## src/rtl/pio_pkg.sv

```systemverilog
package pio_pkg;

  localparam int unsigned PIO_NSTROBE = 3;

  typedef enum logic [1:0] {
    SEQ_IDLE  = 2'd0,
    SEQ_PULSE = 2'd1,
    SEQ_GAP   = 2'd2,
    SEQ_DONE  = 2'd3
  } seq_state_e;

  // Strobe positions inside the control field.
  localparam int unsigned STB_SKIP  = 0;
  localparam int unsigned STB_READ  = 1;
  localparam int unsigned STB_WRITE = 2;

endpackage

```

## src/rtl/pio_decode.sv

```systemverilog
module pio_decode #(
  parameter int unsigned WORD_W = 12,
  parameter int unsigned OP_W   = 3,
  parameter int unsigned SEL_W  = 6,
  parameter int unsigned IOT_OP = 6
) (
  input  logic [WORD_W-1:0]             insn,
  output logic                          is_iot,
  output logic [SEL_W-1:0]              sel,
  output logic [WORD_W-OP_W-SEL_W-1:0]  ctrl
);
  localparam int unsigned CTRL_W = WORD_W - OP_W - SEL_W;
  localparam int unsigned SEL_LO = CTRL_W;
  localparam int unsigned OP_LO  = CTRL_W + SEL_W;

  logic [OP_W-1:0] opcode;

  assign opcode = insn[OP_LO +: OP_W];
  assign is_iot = (opcode == OP_W'(IOT_OP));
  assign sel    = insn[SEL_LO +: SEL_W];
  assign ctrl   = insn[CTRL_W-1:0];

endmodule

```

## src/rtl/pio_sequencer.sv

```systemverilog
module pio_sequencer
  import pio_pkg::*;
#(
  parameter int unsigned NSTB = PIO_NSTROBE
) (
  input  logic            clk,
  input  logic            rst_n,
  input  logic            start,
  input  logic [NSTB-1:0] ctrl,
  output logic            ready,
  output logic            done,
  output logic [NSTB-1:0] strobe
);

  seq_state_e      state_q, state_d;
  logic [NSTB-1:0] pend_q, pend_d;
  logic [NSTB-1:0] cur_q, cur_d;
  logic [NSTB-1:0] ctrl_low, pend_low;

  function automatic logic [NSTB-1:0] lowest_bit(input logic [NSTB-1:0] v);
    return v & (~v + NSTB'(1));
  endfunction

  assign ctrl_low = lowest_bit(ctrl);
  assign pend_low = lowest_bit(pend_q);

  always_comb begin
    state_d = state_q;
    pend_d  = pend_q;
    cur_d   = cur_q;
    if (start) begin
      if (ctrl == '0) begin
        state_d = SEQ_DONE;
        cur_d   = '0;
        pend_d  = '0;
      end else begin
        state_d = SEQ_PULSE;
        cur_d   = ctrl_low;
        pend_d  = ctrl & ~ctrl_low;
      end
    end else begin
      unique case (state_q)
        SEQ_IDLE:  state_d = SEQ_IDLE;
        SEQ_PULSE: state_d = (pend_q == '0) ? SEQ_DONE : SEQ_GAP;
        SEQ_GAP: begin
          state_d = SEQ_PULSE;
          cur_d   = pend_low;
          pend_d  = pend_q & ~pend_low;
        end
        SEQ_DONE:  state_d = SEQ_IDLE;
        default:   state_d = SEQ_IDLE;
      endcase
    end
  end

  always_ff @(posedge clk) begin
    if (!rst_n) begin
      state_q <= SEQ_IDLE;
      pend_q  <= '0;
      cur_q   <= '0;
    end else begin
      state_q <= state_d;
      pend_q  <= pend_d;
      cur_q   <= cur_d;
    end
  end

  assign ready  = (state_q == SEQ_IDLE) || (state_q == SEQ_DONE);
  assign done   = (state_q == SEQ_DONE);
  assign strobe = (state_q == SEQ_PULSE) ? cur_q : '0;

  AST_STROBE_ONEHOT: assert property (@(posedge clk) disable iff (!rst_n)
    $onehot0(strobe));
  AST_STROBE_GAP: assert property (@(posedge clk) disable iff (!rst_n)
    (|strobe) |=> (strobe == '0));
  AST_BUSY_NOT_READY: assert property (@(posedge clk) disable iff (!rst_n)
    (|strobe) |-> !ready);
  AST_DONE_ORIGIN: assert property (@(posedge clk) disable iff (!rst_n)
    done |-> ($past(|strobe) || $past(start)));
  AST_DONE_SINGLE: assert property (@(posedge clk) disable iff (!rst_n)
    (done && !start) |=> !done);

endmodule

```

## src/rtl/pio_datapath.sv

```systemverilog
module pio_datapath
  import pio_pkg::*;
#(
  parameter int unsigned WORD_W = 12,
  parameter int unsigned SEL_W  = 6,
  parameter int unsigned NSTB   = PIO_NSTROBE
) (
  input  logic              clk,
  input  logic              rst_n,
  input  logic              start,
  input  logic [SEL_W-1:0]  sel_in,
  input  logic [WORD_W-1:0] acc_in,
  input  logic [WORD_W-1:0] pc_in,
  input  logic [NSTB-1:0]   strobe,
  input  logic              skip_flag,
  input  logic [WORD_W-1:0] rdata,
  output logic [WORD_W-1:0] acc_q,
  output logic [WORD_W-1:0] pc_q,
  output logic [SEL_W-1:0]  sel_q
);

  always_ff @(posedge clk) begin
    if (!rst_n) begin
      acc_q <= '0;
      pc_q  <= '0;
      sel_q <= '0;
    end else if (start) begin
      acc_q <= acc_in;
      pc_q  <= pc_in;
      sel_q <= sel_in;
    end else begin
      if (strobe[STB_SKIP] && skip_flag) pc_q  <= pc_q + WORD_W'(1);
      if (strobe[STB_READ])              acc_q <= rdata;
    end
  end

  AST_SKIP_ADVANCE: assert property (@(posedge clk) disable iff (!rst_n)
    (strobe[STB_SKIP] && skip_flag) |=> (pc_q == WORD_W'($past(pc_q) + WORD_W'(1))));
  AST_NO_SKIP_HOLD: assert property (@(posedge clk) disable iff (!rst_n)
    (strobe[STB_SKIP] && !skip_flag) |=> $stable(pc_q));
  AST_READ_CAPTURE: assert property (@(posedge clk) disable iff (!rst_n)
    strobe[STB_READ] |=> (acc_q == $past(rdata)));
  AST_SEL_HELD: assert property (@(posedge clk) disable iff (!rst_n)
    (|strobe) |=> $stable(sel_q));

endmodule

```

## src/rtl/pio_xfer_ctrl.sv

```systemverilog
module pio_xfer_ctrl
  import pio_pkg::*;
#(
  parameter int unsigned WORD_W = 12,
  parameter int unsigned OP_W   = 3,
  parameter int unsigned SEL_W  = 6,
  parameter int unsigned IOT_OP = 6
) (
  input  logic              clk,
  input  logic              rst_n,
  input  logic              insn_valid,
  output logic              insn_ready,
  input  logic [WORD_W-1:0] insn,
  input  logic [WORD_W-1:0] acc_in,
  input  logic [WORD_W-1:0] pc_in,
  output logic              done,
  output logic [WORD_W-1:0] acc_out,
  output logic [WORD_W-1:0] pc_out,
  output logic [SEL_W-1:0]  dev_sel,
  output logic [WORD_W-OP_W-SEL_W-1:0] dev_strobe,
  input  logic              dev_skip,
  output logic [WORD_W-1:0] dev_wdata,
  input  logic [WORD_W-1:0] dev_rdata
);
  localparam int unsigned CTRL_W = WORD_W - OP_W - SEL_W;

  logic              is_iot;
  logic [SEL_W-1:0]  dec_sel;
  logic [CTRL_W-1:0] dec_ctrl;
  logic              accept;
  logic              start;

  pio_decode #(
    .WORD_W(WORD_W), .OP_W(OP_W), .SEL_W(SEL_W), .IOT_OP(IOT_OP)
  ) u_decode (
    .insn   (insn),
    .is_iot (is_iot),
    .sel    (dec_sel),
    .ctrl   (dec_ctrl)
  );

  assign accept = insn_valid && insn_ready;
  assign start  = accept && is_iot;

  pio_sequencer #(.NSTB(CTRL_W)) u_seq (
    .clk    (clk),
    .rst_n  (rst_n),
    .start  (start),
    .ctrl   (dec_ctrl),
    .ready  (insn_ready),
    .done   (done),
    .strobe (dev_strobe)
  );

  pio_datapath #(.WORD_W(WORD_W), .SEL_W(SEL_W), .NSTB(CTRL_W)) u_dp (
    .clk       (clk),
    .rst_n     (rst_n),
    .start     (start),
    .sel_in    (dec_sel),
    .acc_in    (acc_in),
    .pc_in     (pc_in),
    .strobe    (dev_strobe),
    .skip_flag (dev_skip),
    .rdata     (dev_rdata),
    .acc_q     (acc_out),
    .pc_q      (pc_out),
    .sel_q     (dev_sel)
  );

  assign dev_wdata = acc_out;

  AST_FOREIGN_IGNORED: assert property (@(posedge clk) disable iff (!rst_n)
    (accept && !is_iot) |=> ((dev_strobe == '0) && !done));
  AST_START_FIRST_STROBE: assert property (@(posedge clk) disable iff (!rst_n)
    (start && (dec_ctrl != '0)) |=> (|dev_strobe));

endmodule

```

## config.mk

```make
export PLATFORM = sky130hd
export DESIGN_NAME = pio_xfer_ctrl
export DESIGN_NICKNAME = d
export VERILOG_FILES = /design/src/rtl/pio_pkg.sv /design/src/rtl/pio_decode.sv /design/src/rtl/pio_sequencer.sv /design/src/rtl/pio_datapath.sv /design/src/rtl/pio_xfer_ctrl.sv
export SDC_FILE = /design/constraint.sdc
export NUM_CORES = 1
export LEC_CHECK = 0
export ABC_AREA = 1
export BUFFER_PORTS_ARGS = -buffer_cell sky130_fd_sc_hd__buf_4
export CAP_MARGIN = 15
export CELL_PAD_IN_SITES_DETAIL_PLACEMENT = 0
export CELL_PAD_IN_SITES_GLOBAL_PLACEMENT = 1
export CORE_ASPECT_RATIO = 0.75
export CORE_MARGIN = 5
export CORE_UTILIZATION = 34
export CTS_CLUSTER_SIZE = 28
export DETAILED_ROUTE_END_ITERATION = 8
export GPL_TIMING_DRIVEN = 0
export PLACE_DENSITY_LB_ADDON = 0.05
export SYNTH_ARGS = -nofsm -noshare
export SYNTH_HDL_FRONTEND = slang
export SYNTH_SLANG_ARGS = --single-unit
```

## constraint.sdc

```tcl
create_clock -name clk -period 3.8 [get_ports clk]
set_clock_uncertainty 0.2 [all_clocks]
set_input_delay 0.19 -clock clk [delete_from_list [all_inputs] [get_ports clk]]
set_output_delay 0.19 -clock clk [all_outputs]
set_load 0.02 [all_outputs]
```

# Word level (Yosys, flattened, before mapping)
# Index checks and enable logic that the tools add are counted.
[op_classes]
n_addsub = 3
eq_ne = 4
bitwise = 8
reduce_logical = 11
muxes = 15
[op_table]
columns = ["operator", "n"]
rows = [
  ["two-way mux 12 bit", 4],
  ["two-way mux 3 bit", 7],
  ["adder 12 x 1 -> 12 bit (second input constant)", 1],
  ["AND 3 bit", 4],
  ["inverter 3 bit", 4],
  ["adder 3 x 1 -> 3 bit (second input constant)", 2],
  ["zero test 3 bit", 2],
  ["case mux 2 bit (3 select lines)", 1],
  ["nonzero test 2 bit", 3],
  ["equality test 2 bit (second input constant)", 2],
  ["two-way mux 2 bit", 2],
  ["equality test 3 bit (second input constant)", 1],
  ["logical AND 1 bit", 3],
  ["equality test 2 x 1 -> 1 bit (second input constant)", 1],
  ["zero test 2 bit", 1],
  ["OR reduction 2 bit", 1],
  ["logical OR 1 bit", 1],
  ["two-way mux 1 bit", 1],
]
[word_totals]
word_cells = 47
reg_bits = 38
out_inout_bits = 47
in_bits = 52

# Logic depth before layout (Yosys ltp)
[depth]
word_depth = 7
ltp_mapped = 11
depth_no_buf = 11

# Cells and area by module
# A second synthesis with hierarchy kept.
[unflattened]
hier_cells = 337
hier_area_um2 = 2243.4
[by_module_without_submodules]
columns = ["mod", "area_each_um2", "seq_area_each_um2", "cells_each", "n_inst"]
rows = [
  ["pio_datapath", 1664.1, 600.6, 252, 1],
  ["pio_sequencer", 397.9, 140.1, 59, 1],
  ["pio_xfer_ctrl", 103.8, 0.0, 15, 1],
  ["pio_decode", 77.6, 0.0, 11, 1],
]

# Worst setup path before layout
# OpenSTA, ideal clock, no wires.
[synth_path]
kind = "reg2reg"
from = "register u_seq.state_q[0]"
to = "register u_dp.pc_q[6]"
setup_time_ns = 0.109
required_ns = 3.491
path_slack_ns = 1.997
path_buffers = 1
arrival_ns = 1.494
stages_incl_launch_ff = 11
period_less_slack_ns = 1.803
cell_sequence = "dfxtp_1 inv_1 ha_1 nand3_2 nor2_4 inv_2 buf_6 nand3_1 nand3_1 nand2_1 inv_1"
[synth_between]
elab_chain_cells = 5
elab_cells_between_ends = 10
cone_classes = "2 x eq/ne; 2 x mux; 6 x reduce/logical"
[synth_lines]
columns = ["item", "line", "source"]
rows = [
  ["start, declared", "pio_sequencer.sv:15", "seq_state_e state_q, state_d;"],
  ["start signal, assigned", "pio_sequencer.sv:62", "state_q <= state_d;"],
  ["equality test 2 bit or zero test 2 bit (tied branches)", "pio_sequencer.sv:68", "assign ready = (state_q == SEQ_IDLE) || (state_q == SEQ_DONE);"],
  ["logical OR 1 bit (*)", "pio_sequencer.sv:68", ""],
  ["via insn_ready", "pio_xfer_ctrl.sv:12", "output logic insn_ready,"],
  ["logical AND 1 bit (*)", "pio_xfer_ctrl.sv:42", "assign accept = insn_valid && insn_ready;"],
  ["logical AND 1 bit (*)", "pio_xfer_ctrl.sv:43", "assign start = accept && is_iot;"],
  ["two-way mux 12 bit or nonzero test 2 bit (tied branches)", "-", ""],
  ["end signal, assigned", "pio_datapath.sv:29", "pc_q <= pc_in;"],
  ["end signal, assigned", "pio_datapath.sv:32", "if (strobe[STB_SKIP] && skip_flag) pc_q <= pc_q + WORD_W'(1);"],
  ["end, declared", "pio_datapath.sv:18", "output logic [WORD_W-1:0] pc_q,"],
]
# The timed path passes the listed nets; every way through them passes the cells marked *.
# A chain may end at the register's enable or synchronous reset.

# Final worst setup path
[layout_path]
from = "register u_seq.state_q[0]"
to = "register u_dp.acc_q[9]"
[layout_between]
elab_chain_cells = 5
elab_cells_between_ends = 9
cone_classes = "2 x eq/ne; 2 x mux; 5 x reduce/logical"
[layout_lines]
columns = ["item", "line", "source"]
rows = [
  ["equality test 2 bit or zero test 2 bit (tied branches)", "pio_sequencer.sv:68", ""],
  ["logical OR 1 bit", "pio_sequencer.sv:68", ""],
  ["logical AND 1 bit", "pio_xfer_ctrl.sv:42", ""],
  ["logical AND 1 bit", "pio_xfer_ctrl.sv:43", ""],
  ["two-way mux 12 bit or nonzero test 2 bit (tied branches)", "-", ""],
  ["end signal, assigned", "pio_datapath.sv:28", "acc_q <= acc_in;"],
  ["end signal, assigned", "pio_datapath.sv:33", "if (strobe[STB_READ]) acc_q <= rdata;"],
  ["end, declared", "pio_datapath.sv:17", "output logic [WORD_W-1:0] acc_q,"],
]
# Several ways; a longest one is shown, not always the timed one.

==> flow_summary.toml <==
[outcome]
status = "finished, final reports clean"

[place]
placed_area_um2 = 2900
port_buffers = 98
hpwlAfterDp_um = 4840
gp_congestion = 0.780
dpl_worst_slack_ps = 1930
placedCellCount = 469

[clocking]
clk_latency_ps = 300
post-cts-setup-buffers = 0
tritoncts = "built"
cts.sinks = 37
htree_levels = 2
clk_pin_slew_worst_paths_ps = 80
cts_made_buffers = 5
clock_path_buffers = 2
postCtsResizedCells = 0
hold_buffers = 39
root_buffer = "clkbuf_8"

[die]
die_w_um = 100
die_y_um = 77.5
start_util_pct = 35.3
ios = 99
coreArea_um2 = 5860
rows = 24
dieArea_um2 = 7750

[timing]
setup_ws_ps = 1350
worst_pin_slew_ps = 579
slew_viol_final = 0
hold_viol_final = 0
relSlewSlack_pct = 61.4
final.min_clock_period_ps = 2450
rsz0062_at_grt = "no"
period_share_pct = 64.6
tns_ps = 0
setup_viol = 0
max_freq_ghz = 0.407

[yosys]
synthCells = 293
ys_seq_elements = 37
synthXorXnorAreaFrac_pct = 0
synth.avg_cell_area_um2 = 7.05
syn-num-nets = 350
synth_fa_ha_area_share_pct = 3.03
yosys_warnings = 0
synth_top_family_by_area = "simple AND/OR/NAND/NOR gates"
synth.area.mux_share_pct = 0
synth.cell_area_um2 = 2070
yosysUniqueCellTypes = 30
synth_compound_area_share_pct = 11.0
synth-simple-area-share_pct = 35.1
synth-seq-area-share_pct = 35.8

[routing]
vias_per_cell = 4.54
dr.pass1.iters = 4
vias = 2338
drtIter0Drc = 115
route.detailed.drc = 0
wl_um = 6540
antenna_left = 0
wl_per_cell_um = 12.7

[hold_path]
hold_path.class = "in -> reg"
whs_path_depth = 3

[power]
power_density_nw_per_um2 = 253
p_leak_nw = 1.58
p_total_mw = 0.855
ir_drop_v = 0.000177

[critical_path]
worst_r2r_path_depth = 9
worstPathMaxFanout = 10
worstPathArrival_ps = 2490
crit_slowest_cell = "dlygate4sd3_1"
required_ps = 3840
cp.buffers_inverters = 4
cp-start-kind = "flop"
max_stage_delay_ps = 580
end_kind = "flop"
cp.depth = 9
worstPathCellList = "inv_1 -> ha_1 -> nand3_2 -> nor2_4 -> inv_2 -> buf_2 -> nand3_1 -> a31oi_1 -> dlygate4sd3_1"
critical-path-top-delay-family = "buffers and inverters"
critPathKind = "reg -> reg"

[cells_and_area]
layout_common_cells = "buf_4 (110), nand2_1 (75), dlygate4sd3_1 (39)"
n_antenna_cell = 0
fin_cells = 515
layout_commonest_cell = "buf_4"
area_growth_pct = 63.4
drive_above_1_share_pct = 32.7
finalNetCount = 494
design_area_um2 = 3380

[grt]
grt_start_max_net_pins = 11
overflow = 0
antenna_found_initial = 0
grt_pass1_wl_um = 10700
grt_pass1_vias = 2228
track_usage_pct = 16.9

[flow_run]
max_cap_violations = 0
[per-stage QoR]
stage / hold slack (ps) / utilization (%)
floorplan: 125 / -
detailed placement: 220 / 49.5
global route: 62.1 / 57.7
global placement: 212 / 49.5
CTS: 32.1 / 57.7
finish: 42.9 / 57.7
[worst paths after layout]
kind                                                  start                           to  slack, ps
worst max register to register  u_seq.state_q[0]$_SDFF_PN0_   u_dp.acc_q[9]$_SDFFE_PN0P_       1350
worst min-delay path                               pc_in[4]    u_dp.pc_q[4]$_SDFFE_PN0P_         40
worst max-delay path            u_seq.state_q[0]$_SDFF_PN0_   u_dp.acc_q[9]$_SDFFE_PN0P_       1350
worst min register to register  u_seq.cur_q[0]$_SDFFE_PN0P_  u_seq.cur_q[0]$_SDFFE_PN0P_        270
[final cells by class]
cell class | count | area [µm²]
buffer | 24 | 198
clock buffer | 7 | 86.3
fill | 585 | 2480
inverter | 30 | 113
multi-input combinational | 202 | 1020
sequential | 37 | 741
tap | 78 | 97.6
timing repair buffer | 137 | 1130
[sequential cells by signal, indices dropped and copies added (netlist names)]
| signal | count |
|---|---|
| u_dp.acc_q | 12 |
| u_dp.pc_q | 12 |
| u_dp.sel_q | 6 |
| u_seq.cur_q | 3 |
| u_seq.pend_q | 2 |
| u_seq.state_q | 2 |
[report_power, final]
| group | switching (mW) | internal (mW) |
|---|---|---|
| clock | 0.146 | 0.144 |
| combinational | 0.0685 | 0.0912 |
| sequential | 0.00792 | 0.398 |
| total | 0.222 | 0.633 |
[layer usage]
| layer | GRT usage [%] | part of all wire, % |
|---|---|---|
| met5 | 0 | 0 |
| met1 | 23.2 | 48 |
| met3 | 3.85 | 7.1 |
| met4 | 5.25 | 1.2 |
| met2 | 26.5 | 43 |
[cells by family (layout without fill, tap and decap cells)]
group | after synthesis | in the layout
compound gates | 41 | 41
flops | 37 | 37
simple gates | 156 | 156
buf+inv | 54 | 198
fa+ha+maj | 5 | 5
[Yosys cell counts]
master	instances	share of area, %
nor2_1	23	4.2
nand2_1	75	14
o21ai_0	10	2.4
buf_6	4	2.2
dfxtp_1	37	36
nor2_4	5	2.7
nand3_1	33	8.0
clkbuf_2	1	0.24
ha_1	5	3.0
buf_12	1	0.97
nor3_2	1	0.48
clkbuf_1	2	0.36
inv_1	26	4.7
nand2_2	3	0.91
buf_4	12	4.4
buf_8	1	0.73
nor3_1	3	0.73
clkinv_1	1	0.18
or2_2	1	0.30
o21ai_1	2	0.48
o211ai_1	1	0.36
nand4_1	6	1.8
nor2_2	2	0.61
a31oi_1	16	4.8
buf_2	3	0.73
a21oi_1	12	2.9
nand3b_1	2	0.73
inv_2	3	0.54
nand3_2	1	0.48
nand2_4	1	0.54
[worst min-delay path, cell delays in order]
cell	delay (ps)
buf_4	80
o21ai_0	70
nor3_1	150
(Power assumes the default switching activity.)
